File: src/rtl/csc_pkg.sv
package csc_pkg;
  // strobes from control to datapath
  typedef struct packed {
    logic load;  // capture the offered group this edge
    logic show;  // a group is being delivered this cycle
  } cscStrobe_t;
endpackage

File: src/rtl/csc_ctrl.sv
module csc_ctrl
  import csc_pkg::*;
#(
  parameter int NUM_CL = 4,
  localparam int LG = $clog2(NUM_CL),
  localparam int LGW = $clog2(LG + 1)
) (
  input  logic              clk,
  input  logic              rst,
  input  logic              inValid,
  input  logic [NUM_CL-1:0] maskReq,
  output logic              inReady,
  output cscStrobe_t        strobe,
  output logic [LG-1:0]     beat,
  output logic [LGW-1:0]    curLg,
  output logic [NUM_CL-1:0] curMask,
  output logic              maskErr
);
  localparam logic [NUM_CL-1:0] FULL = {NUM_CL{1'b1}};

  // legal masks are low prefixes whose size is a power of two
  function automatic logic isLegal(input logic [NUM_CL-1:0] m);
    logic ok;
    ok = 1'b0;
    for (int k = 0; k <= LG; k++)
      if (m == (FULL >> (NUM_CL - (1 << k)))) ok = 1'b1;
    return ok;
  endfunction

  function automatic logic [LGW-1:0] lgOf(input logic [NUM_CL-1:0] m);
    logic [LGW-1:0] r;
    r = '0;
    for (int k = 0; k <= LG; k++)
      if (m == (FULL >> (NUM_CL - (1 << k)))) r = LGW'(k);
    return r;
  endfunction

  logic busy;
  logic lastBeat;
  logic accept;
  logic [LG-1:0] beatsMinus1;

  assign beatsMinus1 = LG'((NUM_CL >> curLg) - 1);
  assign lastBeat    = busy && (beat == beatsMinus1);
  assign inReady     = !busy || lastBeat;
  assign accept      = inValid && inReady;

  always_comb begin
    strobe.load = accept;
    strobe.show = busy;
  end

  always_ff @(posedge clk) begin
    if (rst) begin
      busy    <= 1'b0;
      beat    <= '0;
      curMask <= FULL;
      curLg   <= LGW'(LG);
      maskErr <= 1'b0;
    end else begin
      maskErr <= 1'b0;
      if (accept) begin
        busy <= 1'b1;
        beat <= '0;
        if (isLegal(maskReq)) begin
          curMask <= maskReq;
          curLg   <= lgOf(maskReq);
        end else begin
          maskErr <= 1'b1;
        end
      end else if (lastBeat) begin
        busy <= 1'b0;
        beat <= '0;
      end else if (busy) begin
        beat <= beat + 1'b1;
      end
    end
  end
endmodule

File: src/rtl/csc_datapath.sv
module csc_datapath
  import csc_pkg::*;
#(
  parameter int NUM_CL = 4,
  parameter int W = 16,
  localparam int LG = $clog2(NUM_CL),
  localparam int LGW = $clog2(LG + 1)
) (
  input  logic                clk,
  input  logic                rst,
  input  cscStrobe_t          strobe,
  input  logic [LG-1:0]       beat,
  input  logic [LGW-1:0]      curLg,
  input  logic [NUM_CL-1:0]   curMask,
  input  logic [NUM_CL*W-1:0] inData,
  output logic [NUM_CL-1:0]   outValid,
  output logic [NUM_CL*W-1:0] outData
);
  logic [W-1:0] grpWord [NUM_CL];

  for (genvar g = 0; g < NUM_CL; g++) begin : gCap
    always_ff @(posedge clk) begin
      if (rst) grpWord[g] <= '0;
      else if (strobe.load) grpWord[g] <= inData[g*W +: W];
    end
  end

  // lane i of access b carries word b*activeCount + i
  for (genvar i = 0; i < NUM_CL; i++) begin : gLane
    logic [LG-1:0] sel;
    logic laneOn;
    always_comb begin
      sel = (beat << curLg) + LG'(i);
      laneOn = strobe.show && curMask[i];
      outValid[i] = laneOn;
      outData[i*W +: W] = laneOn ? grpWord[sel] : '0;
    end
  end
endmodule

File: src/rtl/cond_stream_compactor.sv
module cond_stream_compactor
  import csc_pkg::*;
#(
  parameter int NUM_CL = 4,
  parameter int W = 16
) (
  input  logic                clk,
  input  logic                rst,
  input  logic                inValid,
  output logic                inReady,
  input  logic [NUM_CL*W-1:0] inData,
  input  logic [NUM_CL-1:0]   maskReq,
  output logic [NUM_CL-1:0]   outValid,
  output logic [NUM_CL*W-1:0] outData,
  output logic [NUM_CL-1:0]   gateOff,
  output logic                maskErr
);
  localparam int LG = $clog2(NUM_CL);
  localparam int LGW = $clog2(LG + 1);

  cscStrobe_t strobe;
  logic [LG-1:0] beat;
  logic [LGW-1:0] curLg;
  logic [NUM_CL-1:0] curMask;

  csc_ctrl #(.NUM_CL(NUM_CL)) u_ctrl (
    .clk(clk), .rst(rst), .inValid(inValid), .maskReq(maskReq),
    .inReady(inReady), .strobe(strobe), .beat(beat), .curLg(curLg),
    .curMask(curMask), .maskErr(maskErr)
  );

  csc_datapath #(.NUM_CL(NUM_CL), .W(W)) u_dp (
    .clk(clk), .rst(rst), .strobe(strobe), .beat(beat), .curLg(curLg),
    .curMask(curMask), .inData(inData), .outValid(outValid), .outData(outData)
  );

  assign gateOff = ~curMask;
endmodule

File: config.mk
export PLATFORM = sky130hd
export DESIGN_NAME = cond_stream_compactor
export DESIGN_NICKNAME = d
export VERILOG_FILES = /design/src/rtl/csc_pkg.sv /design/src/rtl/csc_ctrl.sv /design/src/rtl/csc_datapath.sv /design/src/rtl/cond_stream_compactor.sv
export SDC_FILE = /design/constraint.sdc
export NUM_CORES = 1
export LEC_CHECK = 0
export ABC_CLOCK_PERIOD_IN_PS = 3200
export CAP_MARGIN = 30
export CORE_MARGIN = 3
export CORE_UTILIZATION = 46
export DETAILED_ROUTE_END_ITERATION = 8
export PLACE_DENSITY = 0.77
export RECOVER_POWER = 100
export SLEW_MARGIN = 0
export SYNTH_ARGS = -nofsm -noshare
export SYNTH_HDL_FRONTEND = slang
export SYNTH_HIERARCHICAL = 1
export SYNTH_SLANG_ARGS = --single-unit
export TNS_END_PERCENT = 50
File: constraint.sdc
create_clock -name clk -period 3.2 [get_ports clk]
set_clock_uncertainty 0.05 [all_clocks]
set_input_delay 0.48 -clock clk [delete_from_list [all_inputs] [get_ports clk]]
set_output_delay 0.48 -clock clk [all_outputs]
set_load 0.02 [all_outputs]
==> run metrics, run 1 <==
status complete, no violations; Mapped Cells 357; Final Non-Filler Cells 611; Required @ worst endpoint 2670 ps; largest net degree at the start of global routing 65; I/O pins 145; Sinks on Clock Net 74; syn nets 429; post-synth top area share 45.3%; clock latency at the later pin of the worst-skew pair 340 ps; Die ar. 0.0104 mm^2; vias in the first global route 3411; Antenna diodes 0; class of the tightest hold or removal check reg -> reg; Synth Flop Type edfxtp_1; CTS tree yes; max-cap viol count 0; fin crit share 96.8%; Avg Inst Size Synth 11.9 um^2; Vias per Instance 5.57; Critical Path Start Type register; final hold slack 452 ps; area of the mapped netlist 0.00425 mm^2; pre-CTS setup slack 379 ps; nets@finish 571; wire per inst 18.8 um; drt first pass iters 4; Crit. End Element primary output; grt total ovfl 0; first-pass GRT wire length 17700 um; met3 WL 741 um; total number of vias 3405; layout cells sized above 1 8.95%; Worst Path Arrival 2570 ps; Post-Route WL 11500 um; core area 0.00885 mm^2; Clock Tree Root clkbuf_8; GRT Resource Usage Total 22.5%; drt drc 0; post-route ant nets 0; placed insts 595; Async S/R FF share, synth 0%; RSZ-0062 raised after global routing true; row cnt 34; max layer used met4; Placed Area 0.00573 mm^2; area grow syn2layout 37.9%; largest cells by area after synthesis edfxtp_1 (45%), mux2i_1 (16%), and2_1 (10%), o22ai_1 (9.4%), dfxtp_1 (4.7%); fin area 0.00586 mm^2; initial antenna violation count 0; Synth Register Bits 74; register area 0.00212 mm^2; final setup vio count 0; Final Max Slew Viols 0; Metal-1 WL 4660 um; metal2 WL 5790 um; Worst slew margin 46.3%; total CTS buffers 9; Initial Util 48.0%; Leak 0.00202 uW; Longest Clk Path Bufs 2; hpwl dp 8570 um; Hold Buf Count CTS 0; Tmin final 3100 ps; setup ws final 102 ps; synth warn 6; port buffer count 144; # H-tree levels 3; Hold Violations, Final 0; die width 102 um; Worst-Margin Slew 806 ps; worst vdd ir 0.219 mV; DIE HEIGHT 102 um; number of fillers in the final layout 691; number of flops mapped to enable cells by yosys 64; gpl congestion 0.861; drt first-iter violations 120; critical path class reg -> out; share of the yosys chip area belonging to registers 50.0%; Post-synth top cells and2_1 (68), mux2i_1 (68), edfxtp_1 (64), o22ai_1 (64), clkbuf_1 (11); Yosys top cell by area edfxtp_1; crit path max fanout 9; PD cells 376 mW/mm^2; Cell variety after synth 40; Multi-input gate area 0.00184 mm^2; Peak Freq 323 MHz; clock-pin slew on the worst setup and hold paths 80 ps
[registers in the layout, summed over array words and instances, names as in the netlist]
register,count
u_ctrl/beat,2
u_ctrl/maskErr,1
u_ctrl/curLg,2
u_ctrl/curMask,4
u_ctrl/busy,1
u_dp/grpWord,64
[path summary, 6_finish.rpt]
check / from / endpoint / slack [ps] / cells past startpoint
setup reg to reg: u_ctrl/curLg[1] / u_dp/grpWord[1][6] / 210 / 8
hold / removal: u_ctrl/curMask[0] / u_ctrl/curMask[0] / 450 / 1
hold reg to reg: u_ctrl/curMask[0] / u_ctrl/curMask[0] / 450 / 1
setup / recovery: u_ctrl/beat[1] / outData[63] / 100 / 6
[cell families after synthesis]
family                   after synthesis  synth area share (%)
XOR/XNOR                               3                 0.619
flip-flops                            74                  50.0
AO/OA/AOI/OAI                         75                  11.5
AND/OR/NAND/NOR                      100                  15.1
multiplexers                          68                  16.0
adder cells (fa/ha/maj)                1                 0.295
buffers and inverters                 36                  6.51
[cell usage in the layout (no fill, tap or decap), drive strengths merged, types with 2 or more instances in the layout]
| master | netlist | routed |
|---|---|---|
| a21o | 3 | 3 |
| and2 | 68 | 68 |
| buf | 18 | 13 |
| clkbuf | 11 | 16 |
| clkdlybuf4s50 | 0 | 111 |
| clkinv | 1 | 4 |
| clkinvlp | 0 | 3 |
| dfxtp | 10 | 10 |
| dlygate4sd3 | 0 | 29 |
| edfxtp | 64 | 64 |
| inv | 6 | 6 |
| mux2i | 68 | 68 |
| nand2 | 7 | 7 |
| nand3b | 2 | 2 |
| nor2 | 9 | 9 |
| nor2b | 3 | 3 |
| nor3b | 2 | 2 |
| o21ai | 2 | 2 |
| o22ai | 64 | 64 |
| or2 | 2 | 2 |
| xor2 | 2 | 2 |
[stage by stage]
step | TNS [ps] | util, % | total power, uW
2_1_floorplan | 0 | - | 1400
3_3_place_gp | 0 | 64.8 | 1610
3_5_place_dp | 0 | 64.8 | 1620
4_1_cts | 0 | 66.6 | 2220
5_1_grt | -350 | 66.2 | 2300
6_report | 0 | 66.2 | 2200
[layer usage]
metal	vias up	track usage, %
met2	140	36.9
met4	0	9.49
met1	1615	28.6
li1	1627	-
met5	-	0
met3	23	5.26
[power breakdown]
part	internal, uW	switching [uW]
combinational	210	210
sequential	1130	40.0
clock	271	339
total	1610	589
[critical path, stage by stage (launching register included)]
cell	delay, ps
dfxtp_1	400
nor2b_2	230
mux2i_1	300
nand2_2	220
buf_4	240
o22ai_1	200
clkdlybuf4s50_1	630
[repair_timing]
action / 4_1_cts / 5_1_grt
setup endpoints to repair: 0 / 57
gates resized for setup: 0 / 9
buffers inserted: 0 / 0
[cell type report]
class / instances / share of cell area (%)
inverter: 7 / 0.470
tap: 108 / 2.31
sequential: 74 / 36.3
multi-input combinational: 247 / 31.5
clock buffer: 9 / 2.12
timing repair buffer: 160 / 26.8
clock inverter: 6 / 0.598
Note: power is estimated with default switching activity, not from simulation.
==> run 2, diff against run 1 <==
--- a/config.mk
+++ b/config.mk
@@ -10,8 +10,9 @@
 export CORE_MARGIN = 3
 export CORE_UTILIZATION = 46
 export DETAILED_ROUTE_END_ITERATION = 8
-export PLACE_DENSITY = 0.77
+export PLACE_DENSITY = 0.93
 export RECOVER_POWER = 100
+export SKIP_LAST_GASP = 1
 export SLEW_MARGIN = 0
 export SYNTH_ARGS = -nofsm -noshare
 export SYNTH_HDL_FRONTEND = slang
==> run 2 against run 1 <==
  * Worst setup slack lost 3.4 ps
  * Wire length grew 2.4%
  * Clock-buffer cell count is the same
  * Critical path type unchanged
==> run metrics, run 2 (synthesis gave the netlist of run 1 again) <==
Sinks on Clock Net 74; total number of vias 3435; setup ws final 98.2 ps; Antenna diodes 0; Crit. End Element primary output; fin crit share 96.9%; Leak 0.00204 uW; RSZ-0062 raised after global routing true; biggest regs u_dp/grpWord x64, u_ctrl/curMask x4; post-route ant nets 0; worst vdd ir 0.201 mV; Tmin final 3100 ps; total CTS buffers 9; area grow syn2layout 38.3%; largest net degree at the start of global routing 65; Worst-Margin Slew 821 ps; Vias per Instance 5.68; final hold slack 476 ps; post-CTS setup buffer count 0; wire per inst 19.5 um; core area 0.00885 mm^2; Critical Path Start Type register; Longest Clk Path Bufs 2; Die ar. 0.0104 mm^2; nets@finish 564; vias in the first global route 3600; drt drc 0; GRT Resource Usage Total 22.2%; max FFs per register 64; initial antenna violation count 0; gpl congestion 0.876; Required @ worst endpoint 2670 ps; Hold Startpoint u_ctrl/curMask[3]; layout cells sized above 1 8.45%; I/O pins 145; final setup vio count 0; drt first-iter violations 260; Hold Violations, Final 0; port buffer count 144; Multi-input gate area 0.00187 mm^2; Hold Path Depth 1; Post-Route WL 11800 um; Final Max Slew Viols 0; critical path class reg -> out; total power 2280 uW; most common cell after layout, fill and taps aside clkdlybuf4s50_1; # H-tree levels 3; Worst Reg-to-Reg Cells 10; drt first pass iters 4; most frequent cells in the layout clkdlybuf4s50_1 (112), mux2i_1 (67), o22ai_1 (64), edfxtp_1 (64), and2_1 (44); RR Endpoint u_dp/grpWord[0][2]; max-cap viol count 0; Initial Util 48.0%; Worst Path Arrival 2570 ps; grt total ovfl 0; first-pass GRT wire length 17700 um; Peak Freq 322 MHz; pre-CTS setup slack 246 ps; class of the tightest hold or removal check reg -> reg; number of fillers in the final layout 672; Biggest register u_dp/grpWord; Worst slew margin 45.3%; Min-Delay Endpoint u_ctrl/curMask[3]; RR Startpoint u_ctrl/curLg[0]; die width 102 um; worst path cell trace nor2b_2, mux2i_2, nand2_4, o22ai_1, clkdlybuf4s50_1; DIE HEIGHT 102 um; r2r setup slk 350 ps; Clock Tree Root clkbuf_8; register area 0.00212 mm^2; status complete, no violations; Slowest cell on crit path clkdlybuf4s50_1; hpwl dp 8420 um; crit path max fanout 16; row cnt 34; clock latency at the later pin of the worst-skew pair 340 ps; CP max stage delay 640 ps; clock-pin slew on the worst setup and hold paths 80 ps; PD cells 388 mW/mm^2; CTS tree yes
==> run 2: changes by cell type in the layout (fill, tap and decap cells not counted), moves of 3 or more <==
| cell | before | now |
|---|---|---|
| and2_0 | 28 | 24 |
| and2_1 | 40 | 44 |
| buf_4 | 11 | 5 |
| clkbuf_1 | 4 | 0 |
| dlygate4sd3_1 | 29 | 32 |
==> run 2: report_power, final <==
part	total (uW)	switching, uW	leakage [uW]	internal, uW
sequential	1170	43.8	0.000785	1130
combinational	417	210	0.00116	207
clock	686	336	0.0000939	351
total	2280	589	0.00204	1690
==> run 2: layout make-up <==
cell class              count  share of cell area (%)
inverters                   7                   0.469
flip-flops and latches     74                    36.2
clock inverters             7                    1.02
multi-input cells         247                    31.8
clock buffers               9                    2.11
well taps                 108                    2.30
repair buffers            153                    26.1
==> run 2: worst max-delay path by stage <==
stage | from | end | slack [ps] | cells past startpoint
3_3_place_gp | u_ctrl/beat[1] | outData[53] | 400 | 5
2_1_floorplan | u_ctrl/curLg[0] | u_dp/grpWord[0][0] | 520 | 9
4_1_cts | u_ctrl/beat[1] | outData[53] | -180 | 5
6_report | u_ctrl/beat[1] | outData[55] | 100 | 5
3_5_place_dp | u_ctrl/beat[1] | outData[21] | 250 | 5
5_1_grt | u_ctrl/beat[0] | outData[44] | -10 | 6
==> run 2: metal layers <==
metal  GRT usage, %  wire length [um]  up-vias
met3           5.12               829       25
met1           26.0              4460     1633
met5              0                 0        -
met4           10.3               301        0
li1               -                 -     1613
met2           38.6              6180      164
==> run 2: per-stage QoR <==
stage | TNS (ps) | util, % | cells | cell area, um^2
after floorplan | 0 | - | 357 | 4250
after global placement | 0 | 64.3 | 589 | 5690
after detailed placement | 0 | 64.3 | 589 | 5690
after CTS | -4260 | 66.4 | 605 | 5870
after global routing | -58.3 | 66.3 | 605 | 5870
final | 0 | 66.3 | 605 | 5870
==> run 2: what timing repair did <==
| action | CTS | global route |
|---|---|---|
| resized for setup | 0 | 9 |
| endpoints found under the setup margin | 47 | 64 |
| endpoints found under the hold margin | 0 | 0 |
| hold buffers | 0 | 0 |
==> run 2: critical path, delay by kind of cell, from the launching register on <==
| kind | cells | cell delay, ps |
|---|---|---|
| and+or+nand+nor | 2 | 490 |
| DFF | 1 | 410 |
| buffers and inverters | 1 | 640 |
| muxes | 1 | 410 |
| AOI/OAI and AO/OA | 1 | 270 |
